$ cat config.mk
export PLATFORM = sky130hd
export DESIGN_NAME = spi_ss_core
export DESIGN_NICKNAME = d
export VERILOG_FILES = /design/src/rtl/spi_ss_pkg.sv /design/src/rtl/spi_pin_sync.sv /design/src/rtl/spi_sck_gen.sv /design/src/rtl/spi_shift_unit.sv /design/src/rtl/spi_ss_core.sv
export SDC_FILE = /design/constraint.sdc
export NUM_CORES = 1
export LEC_CHECK = 0
export ABC_AREA = 0
export BUFFER_PORTS_ARGS = -buffer_cell sky130_fd_sc_hd__buf_2
export CAP_MARGIN = 10
export CORE_MARGIN = 2
export CORE_UTILIZATION = 47
export CTS_CLUSTER_SIZE = 12
export DETAILED_ROUTE_END_ITERATION = 7
export PLACE_DENSITY = 0.81
export SYNTH_ARGS = -nofsm -noshare
export SYNTH_HDL_FRONTEND = slang
export SYNTH_SLANG_ARGS = --single-unit
$ cat constraint.sdc
create_clock -name clk -period 1.7 [get_ports clk]
set_input_delay 0.34 -clock clk [delete_from_list [all_inputs] [get_ports clk]]
set_output_delay 0.34 -clock clk [all_outputs]
set_load 0.05 [all_outputs]
$ cat src/rtl/spi_ss_pkg.sv
// Shared definitions for the serial peripheral.
// Assumes nothing beyond the standard language.
package spi_ss_pkg;
    // Level driven on an unused serial data line.
    localparam logic IDLE_LINE = 1'b1;

    // Kind of SCK transition seen in the current system clock cycle.
    typedef enum logic [1:0] {
        EK_NONE  = 2'd0,
        EK_LEAD  = 2'd1,
        EK_TRAIL = 2'd2
    } edge_kind_e;
endpackage

$ cat src/rtl/spi_pin_sync.sv
// Multi-stage synchroniser for a bundle of asynchronous pins.
// Assumes STAGES >= 1; every bit gets the same latency.
module spi_pin_sync #(
    parameter int               W       = 3,
    parameter int               STAGES  = 2,
    parameter logic [W-1:0]     RST_VAL = '0
) (
    input  logic         clk,
    input  logic         rst_n,
    input  logic [W-1:0] d,
    output logic [W-1:0] q
);
    logic [STAGES-1:0][W-1:0] pipe;

    // Shift the pin levels through the stage chain.
    always_ff @(posedge clk) begin
        if (!rst_n) begin
            for (int i = 0; i < STAGES; i++) pipe[i] <= RST_VAL;
        end else begin
            pipe[0] <= d;
            for (int i = 1; i < STAGES; i++) pipe[i] <= pipe[i-1];
        end
    end

    assign q = pipe[STAGES-1];
endmodule

$ cat src/rtl/spi_sck_gen.sv
// Serial clock generator for the clock-owner role.
// Produces one tick every div+1 system clocks while run is high; each tick
// toggles SCK. Assumes run falls no later than the cycle after the last tick.
module spi_sck_gen #(
    parameter int DIV_W = 8
) (
    input  logic             clk,
    input  logic             rst_n,
    input  logic             run,
    input  logic             cpol,
    input  logic [DIV_W-1:0] div,
    output logic             sck,
    output logic             tick,
    output logic             lead
);
    logic [DIV_W-1:0] cnt;
    logic             phase;

    assign tick = run && (cnt == div);
    assign lead = tick && !phase;
    assign sck  = cpol ^ phase;

    // Count system clocks within a half period and flip the phase on ticks.
    always_ff @(posedge clk) begin
        if (!rst_n) begin
            cnt   <= '0;
            phase <= 1'b0;
        end else if (!run) begin
            cnt   <= '0;
            phase <= 1'b0;
        end else if (tick) begin
            cnt   <= '0;
            phase <= ~phase;
        end else begin
            cnt   <= cnt + 1'b1;
        end
    end

    // once stopped, the clock returns to its idle level.
    a_r4_idle_level: assert property (@(posedge clk) disable iff (!rst_n)
        !run |=> !phase);

    // with a divider above zero no two ticks are adjacent.
    a_r4_half_period: assert property (@(posedge clk) disable iff (!rst_n)
        (tick && div != '0 && $stable(div)) |=> !tick);
endmodule

$ cat src/rtl/spi_shift_unit.sv
// MSB-first shift register with edge counter for one frame.
// Phase 0: capture on leading edges, shift on trailing edges.
// Phase 1: capture on trailing edges, shift on the following leading edge;
// the last bit is shifted in straight away on the final trailing edge.
// Assumes load never coincides with an edge (enforced by the write window).
module spi_shift_unit
    import spi_ss_pkg::*;
#(
    parameter int DW = 8
) (
    input  logic          clk,
    input  logic          rst_n,
    input  logic          load,
    input  logic [DW-1:0] load_data,
    input  edge_kind_e    ekind,
    input  logic          cpha,
    input  logic          din,
    input  logic          abort,
    output logic [DW-1:0] shreg,
    output logic          at_last,
    output logic          idle,
    output logic          frame_done
);
    localparam int               EDGES = 2 * DW;
    localparam int               CW    = $clog2(EDGES);
    localparam logic [CW-1:0]    LAST  = CW'(EDGES - 1);

    logic [CW-1:0] ecnt;
    logic          cap;

    assign at_last = (ecnt == LAST);
    assign idle    = (ecnt == '0);

    // Track edges, capture incoming bits and shift the register.
    always_ff @(posedge clk) begin
        if (!rst_n) begin
            shreg <= '0;
            ecnt  <= '0;
            cap   <= 1'b0;
        end else begin
            if (abort)
                ecnt <= '0;
            else if (ekind != EK_NONE)
                ecnt <= at_last ? '0 : ecnt + 1'b1;

            if (load) begin
                shreg <= load_data;
            end else if (!abort) begin
                case (ekind)
                    EK_LEAD: begin
                        if (!cpha)
                            cap <= din;
                        else if (!idle)
                            shreg <= {shreg[DW-2:0], cap};
                    end
                    EK_TRAIL: begin
                        if (!cpha)
                            shreg <= {shreg[DW-2:0], cap};
                        else if (at_last)
                            shreg <= {shreg[DW-2:0], din};
                        else
                            cap <= din;
                    end
                    default: ;
                endcase
            end
        end
    end

    // Flag the cycle after the final trailing edge.
    always_ff @(posedge clk) begin
        if (!rst_n)
            frame_done <= 1'b0;
        else
            frame_done <= !abort && (ekind == EK_TRAIL) && at_last;
    end

    // completion only follows the last edge of the frame.
    a_r4_done_after_last: assert property (@(posedge clk) disable iff (!rst_n)
        frame_done |-> $past(at_last));

    // an abort empties the edge count and yields no completion.
    a_r10_abort_clears: assert property (@(posedge clk) disable iff (!rst_n)
        abort |=> (idle && !frame_done));
endmodule

$ cat src/rtl/spi_ss_core.sv
// Serial peripheral, clock owner or follower, with software-overridable
// select. Resolves the internal select, enforces the follower write window
// by phase, keeps sticky done/collision flags cleared by status-then-data.
// Assumes configuration inputs are held steady while a frame is in progress.
module spi_ss_core
    import spi_ss_pkg::*;
#(
    parameter int DW          = 8,
    parameter int DIV_W       = 8,
    parameter int SYNC_STAGES = 2
) (
    input  logic             clk,
    input  logic             rst_n,
    input  logic             cfg_master,
    input  logic             cfg_cpol,
    input  logic             cfg_cpha,
    input  logic             cfg_sw_ss_en,
    input  logic             cfg_sw_ss_lvl,
    input  logic [DIV_W-1:0] cfg_div,
    input  logic             wr_en,
    input  logic [DW-1:0]    wr_data,
    input  logic             stat_rd,
    input  logic             dat_rd,
    output logic [DW-1:0]    rd_data,
    output logic             flag_done,
    output logic             flag_wcol,
    output logic             busy,
    input  logic             sck_i,
    output logic             sck_o,
    input  logic             mosi_i,
    output logic             mosi_o,
    input  logic             miso_i,
    output logic             miso_o,
    output logic             miso_oe,
    input  logic             sel_n_i
);
    localparam int           NPINS   = 3;
    localparam logic [NPINS-1:0] PIN_RST = {1'b1, 1'b0, 1'b0};

    logic       sel_s, sck_s, mosi_s;
    logic       sck_q;
    logic       sel_int;
    logic       slave_act;
    logic       m_busy;
    logic       tick, m_lead;
    logic       s_edge, s_lead;
    edge_kind_e ekind;
    logic       din;
    logic       abort;
    logic       load;
    logic       wr_ok;
    logic       wcol_set;
    logic       clr_arm, clr_now;
    logic [DW-1:0] shreg;
    logic       at_last, sh_idle, frame_done;

    spi_pin_sync #(
        .W       (NPINS),
        .STAGES  (SYNC_STAGES),
        .RST_VAL (PIN_RST)
    ) u_sync (
        .clk   (clk),
        .rst_n (rst_n),
        .d     ({sel_n_i, sck_i, mosi_i}),
        .q     ({sel_s, sck_s, mosi_s})
    );

    // Internal select: software level overrides the synchronised pin.
    assign sel_int   = cfg_sw_ss_en ? cfg_sw_ss_lvl : sel_s;
    assign slave_act = !cfg_master && !sel_int;

    // Remember the previous synchronised SCK level for edge detection.
    always_ff @(posedge clk) begin
        if (!rst_n) sck_q <= 1'b0;
        else        sck_q <= sck_s;
    end

    assign s_edge = sck_s ^ sck_q;
    assign s_lead = s_edge && (sck_q == cfg_cpol);

    spi_sck_gen #(.DIV_W(DIV_W)) u_sck (
        .clk   (clk),
        .rst_n (rst_n),
        .run   (m_busy),
        .cpol  (cfg_cpol),
        .div   (cfg_div),
        .sck   (sck_o),
        .tick  (tick),
        .lead  (m_lead)
    );

    // Pick the edge source for the active role.
    always_comb begin
        ekind = EK_NONE;
        if (cfg_master) begin
            if (tick) ekind = m_lead ? EK_LEAD : EK_TRAIL;
        end else if (slave_act && s_edge) begin
            ekind = s_lead ? EK_LEAD : EK_TRAIL;
        end
    end

    assign din   = cfg_master ? miso_i : mosi_s;
    assign abort = !cfg_master && sel_int;

    // Write window: owner needs select high and no frame; follower by phase.
    always_comb begin
        if (cfg_master) begin
            wr_ok    = !m_busy && sel_int;
            wcol_set = wr_en && m_busy;
        end else begin
            wr_ok    = sel_int || (cfg_cpha && sh_idle);
            wcol_set = wr_en && !wr_ok;
        end
    end

    assign load = wr_en && wr_ok;

    spi_shift_unit #(.DW(DW)) u_shift (
        .clk        (clk),
        .rst_n      (rst_n),
        .load       (load),
        .load_data  (wr_data),
        .ekind      (ekind),
        .cpha       (cfg_cpha),
        .din        (din),
        .abort      (abort),
        .shreg      (shreg),
        .at_last    (at_last),
        .idle       (sh_idle),
        .frame_done (frame_done)
    );

    // Owner frame state: start on an accepted write, stop on the last tick.
    always_ff @(posedge clk) begin
        if (!rst_n)
            m_busy <= 1'b0;
        else if (!cfg_master)
            m_busy <= 1'b0;
        else if (load)
            m_busy <= 1'b1;
        else if (tick && at_last)
            m_busy <= 1'b0;
    end

    // Hold the received byte once a frame completes.
    always_ff @(posedge clk) begin
        if (!rst_n)          rd_data <= '0;
        else if (frame_done) rd_data <= shreg;
    end

    // Arm clearing on a status read; a later data access consumes it.
    always_ff @(posedge clk) begin
        if (!rst_n)                clr_arm <= 1'b0;
        else if (stat_rd)          clr_arm <= 1'b1;
        else if (wr_en || dat_rd)  clr_arm <= 1'b0;
    end

    assign clr_now = clr_arm && (wr_en || dat_rd) && !stat_rd;

    // Sticky flags: a new event wins over a clear in the same cycle.
    always_ff @(posedge clk) begin
        if (!rst_n) begin
            flag_done <= 1'b0;
            flag_wcol <= 1'b0;
        end else begin
            flag_done <= frame_done || (flag_done && !clr_now);
            flag_wcol <= wcol_set   || (flag_wcol && !clr_now);
        end
    end

    assign busy    = m_busy || (!cfg_master && !sh_idle);
    assign mosi_o  = cfg_master ? shreg[DW-1] : IDLE_LINE;
    assign miso_oe = slave_act;
    assign miso_o  = slave_act ? shreg[DW-1] : IDLE_LINE;

    // owner write with select low never starts a frame.
    a_r3_owner_gate: assert property (@(posedge clk) disable iff (!rst_n)
        (cfg_master && !m_busy && !sel_int && wr_en) |=> !m_busy);

    // phase-0 follower write while selected raises a collision.
    a_r7_low_sel_write: assert property (@(posedge clk) disable iff (!rst_n)
        (!cfg_master && !cfg_cpha && !sel_int && wr_en) |=> flag_wcol);

    // collision flag persists until a proper clear.
    a_r9_wcol_sticky: assert property (@(posedge clk) disable iff (!rst_n)
        (flag_wcol && !clr_now) |=> flag_wcol);

    // an undriven data line rests high.
    a_r11_miso_idle: assert property (@(posedge clk) disable iff (!rst_n)
        !miso_oe |-> miso_o);

    // owner write during a frame is reported as a collision.
    a_r12_busy_write: assert property (@(posedge clk) disable iff (!rst_n)
        (cfg_master && m_busy && wr_en) |=> flag_wcol);
endmodule

==> metrics.txt <==
status complete, but fails checks; # nets final 319; TritonCTS buffer count 5; Worst setup SP type flop; WL final 4920 um; Clk Latency, worst-skew pair 0.30 ns; pin count of the biggest net entering global routing 21; critical-path cell list inv_2, ha_4, nor3b_4, buf_4, o21bai_1, buf_4; RSZ-0062 raised after global routing true; Die W 67.8 um; P_leak 1.21 nW; clock root cell clkbuf_8; slowest cell on the critical path dfxtp_2; largest stage delay on the critical path 0.37 ns; die area 0.00460 mm^2; Max-slew headroom 0.664; IO buf count 44; Initial Utilization 0.482; post-DP HPWL 3100 um; internal power 1.76 mW; diode count 0; P_sw 505 uW; CTS Hold Bufs 0; final setup fails 12; clock buffer depth 2; failing checks setup timing; pins over their slew limit 0; GRT overflow 0; Post-Synthesis Mean Instance Area 9.34 um^2; vias in the first global route 1634; worst-path fanout max 3; routed vias/inst 5.30; routing usage on met2 0.357; CTS clock-pin slew for the worst setup and hold paths 0.08 ns; WP data arrival 1.57 ns; sw frac 0.223; Crit path top cell by count buf_4; area grow syn2layout 45.1%; I/O pin count 45; delay-heaviest family, CP buffers and inverters; synthesized flop and latch total 42; met3 Track Usage GR 0.0658; drt drc 0; Final ANT Viol Nets 0; Clk pwr share 0.426; max_cap viols 0; Final Hold Fails 0; Row Count 23; worst setup margin -0.206 ns; synthesis warning total 0; GP Congestion 0.801; CP required 1.36 ns; met1 GRT Util 0.240; fraction of layout cells with a size suffix above 1 0.446; power share of the combinational group 0.118; drt initial violations 85; gate count of the mapped netlist 205; gr usage total 0.213; Hold Crit Class in -> reg; layer with the highest usage met2; Seq/Total Area, Yosys 0.439; worst vdd ir 644 uV; fin crit share 1.12; syn_nets 238; Post-Syn Area 0.00192 mm^2; global-route wire length before repair 7140 um; fmax 525 MHz; Worst Max-Slew Pin Slew 0.504 ns; drt pass-1 iters 4; Buf/Inv on CP 3; Num Clock Sinks 42; chip height 67.8 um; Seq pwr share 0.456; Final Skew 0.00831 ns; critical path class reg -> out; initial antenna violation count 0; CTS tree built; H-tree depth 2; final core utilization 0.700; Post-Route Setup TNS -1.43 ns; Tmin final 1.91 ns; routed len/inst 14.6 um; PD cells 816 mW/mm^2; area of the core 0.00397 mm^2; CP Capture Type output pin; Via Count 1786; distinct cell type count after synthesis 42
-- cells in the final DEF (no fill, tap or decap), drive strengths merged --
master and count:
mux2i 17, clkinvlp 1, nand4 1, a31oi 2, nor2b 12, inv 4, and2 7, nand2 8
xnor2 7, nand3b 1, a21o 2, a22oi 1, and3 3, or3 1, dfxtp 42, o21bai 1
and3b 1, nand3 9, a21oi 14, a21boi 1, nor3 2, buf 79, xor2 11, or3b 1
mux2 2, nand2b 5, a211o 2, ha 3, nor3b 3, o21ai 16, clkbuf 6, a31o 1
o21a 1, a211oi 1, a221oi 1, nor2 16, bufinv 2
-- kinds of logic (layout without fill, tap and decap cells) --
| group | Yosys count | after routing | share of synthesized area |
|---|---|---|---|
| AOI/OAI and AO/OA | 41 | 43 | 0.127 |
| DFF | 42 | 42 | 0.439 |
| xor gates and xnor gates | 18 | 18 | 0.0823 |
| and+or+nand+nor | 70 | 70 | 0.202 |
| adders and majority gates | 3 | 3 | 0.0196 |
| muxes | 19 | 19 | 0.103 |
| buffers and inverters | 12 | 92 | 0.0281 |
-- power groups by stage --
stage          Clock (mW)  Sequential, mW  Combinational, mW
6_report            0.965            1.03              0.267
5_1_grt              1.02            1.04              0.289
4_1_cts             0.993            1.03              0.236
3_5_place_dp            0            1.06              0.225
3_3_place_gp            0            1.06              0.220
2_1_floorplan           0            1.05              0.128
-- flip-flops by register name, indices dropped and copies added, names as in the netlist --
| name | count |
|---|---|
| u_shift.frame_done | 1 |
| flag_done | 1 |
| u_sync.pipe | 3 |
| u_sync.q | 3 |
| u_shift.shreg | 8 |
| m_busy | 1 |
| u_sck.phase | 1 |
| u_sck.cnt | 8 |
| u_shift.ecnt | 4 |
| rd_data | 8 |
| sck_q | 1 |
| u_shift.cap | 1 |
| flag_wcol | 1 |
| clr_arm | 1 |
-- synthesized netlist by cell type --
| master | count | area, um^2 |
|---|---|---|
| mux2i_1 | 16 | 160 |
| a31oi_1 | 1 | 6.26 |
| a21o_1 | 2 | 15.0 |
| or3b_2 | 1 | 8.76 |
| xor2_1 | 11 | 96.3 |
| mux2i_2 | 1 | 13.8 |
| nand3b_1 | 1 | 7.51 |
| nand2b_2 | 1 | 8.76 |
| xnor2_1 | 7 | 61.3 |
| nand3_1 | 9 | 45.0 |
| nor3_1 | 1 | 5.00 |
| inv_1 | 5 | 18.8 |
| a31o_1 | 1 | 8.76 |
| nor3b_1 | 3 | 22.5 |
| or3_1 | 1 | 6.26 |
| o21ai_1 | 2 | 10.0 |
| clkbuf_2 | 1 | 5.00 |
| a211o_1 | 1 | 8.76 |
| a211oi_1 | 1 | 7.51 |
| o21a_1 | 1 | 7.51 |
| and2_2 | 3 | 22.5 |
| nor2b_1 | 12 | 75.1 |
| o21bai_1 | 1 | 7.51 |
| mux2_2 | 2 | 22.5 |
| o21ai_0 | 13 | 65.1 |
| nand4_1 | 1 | 6.26 |
| a21oi_1 | 14 | 70.1 |
| nor3_2 | 1 | 10.0 |
| and2_1 | 4 | 25.0 |
| ha_1 | 3 | 37.5 |
| a22oi_1 | 1 | 7.51 |
| and3_1 | 3 | 18.8 |
| buf_6 | 1 | 11.3 |
| nand2b_1 | 4 | 25.0 |
| dfxtp_1 | 42 | 841 |
| a31oi_2 | 1 | 12.5 |
| nand2_1 | 8 | 30.0 |
| a221oi_1 | 1 | 8.76 |
| a21boi_0 | 1 | 7.51 |
| and3b_2 | 1 | 10.0 |
| clkbuf_1 | 5 | 18.8 |
| nor2_1 | 16 | 60.1 |
-- routing by layer --
layer | up-vias | share of wire
met5 | - | 0
met4 | 0 | 0.030
met3 | 15 | 0.064
met2 | 62 | 0.48
met1 | 842 | 0.42
li1 | 867 | -
-- worst register-to-register path, cell delays in order, from the launching register on --
cell     delay, ns
dfxtp_4       0.38
ha_2          0.19
nand3_2       0.10
nand3_1       0.10
o21ai_0       0.10
a31o_2        0.29
a211o_4       0.32
mux2i_1       0.18
a21oi_1       0.08
-- worst paths after layout --
| check | endpoint | slack, ns | startpoint | cells past startpoint |
|---|---|---|---|---|
| worst min-delay path | u_sync.pipe[2] | 0.21 | sel_n_i | 2 |
| worst max register to register | u_shift.shreg[7] | -0.18 | u_shift.ecnt[1] | 8 |
| worst min register to register | u_sync.q[2] | 0.42 | u_sync.pipe[2] | 1 |
| worst max-delay path | busy | -0.21 | u_shift.ecnt[0] | 6 |
-- metrics by stage --
| stage | area (um^2) | std cells | total power [mW] | hold slack, ns | worst slack (ns) |
|---|---|---|---|---|---|
| 2_1_floorplan | 1950 | 205 | 1.18 | 0.386 | -0.214 |
| 3_3_place_gp | 2430 | 323 | 1.28 | 0.390 | -0.317 |
| 3_5_place_dp | 2430 | 323 | 1.28 | 0.399 | -0.410 |
| 4_1_cts | 2660 | 333 | 2.26 | 0.201 | -0.184 |
| 5_1_grt | 2780 | 337 | 2.35 | 0.213 | -0.307 |
| 6_report | 2780 | 337 | 2.27 | 0.212 | -0.206 |
-- cell type report --
class	count	area [um^2]
Sequential cell	42	855
Clock buffer	6	82.6
Multi-Input combinational cell	153	1180
Clock inverter	2	60.1
Fill cell	291	1190
Timing Repair Buffer	79	509
Tap cell	50	62.6
Inverter	5	25.0
-- timing repair --
action,CTS,global route
endpoints found under the setup margin,14,15
cloned,1,1
pin swaps,6,6
buffers inserted,1,3
gates resized for setup,23,20
(Power assumes the default switching activity.)
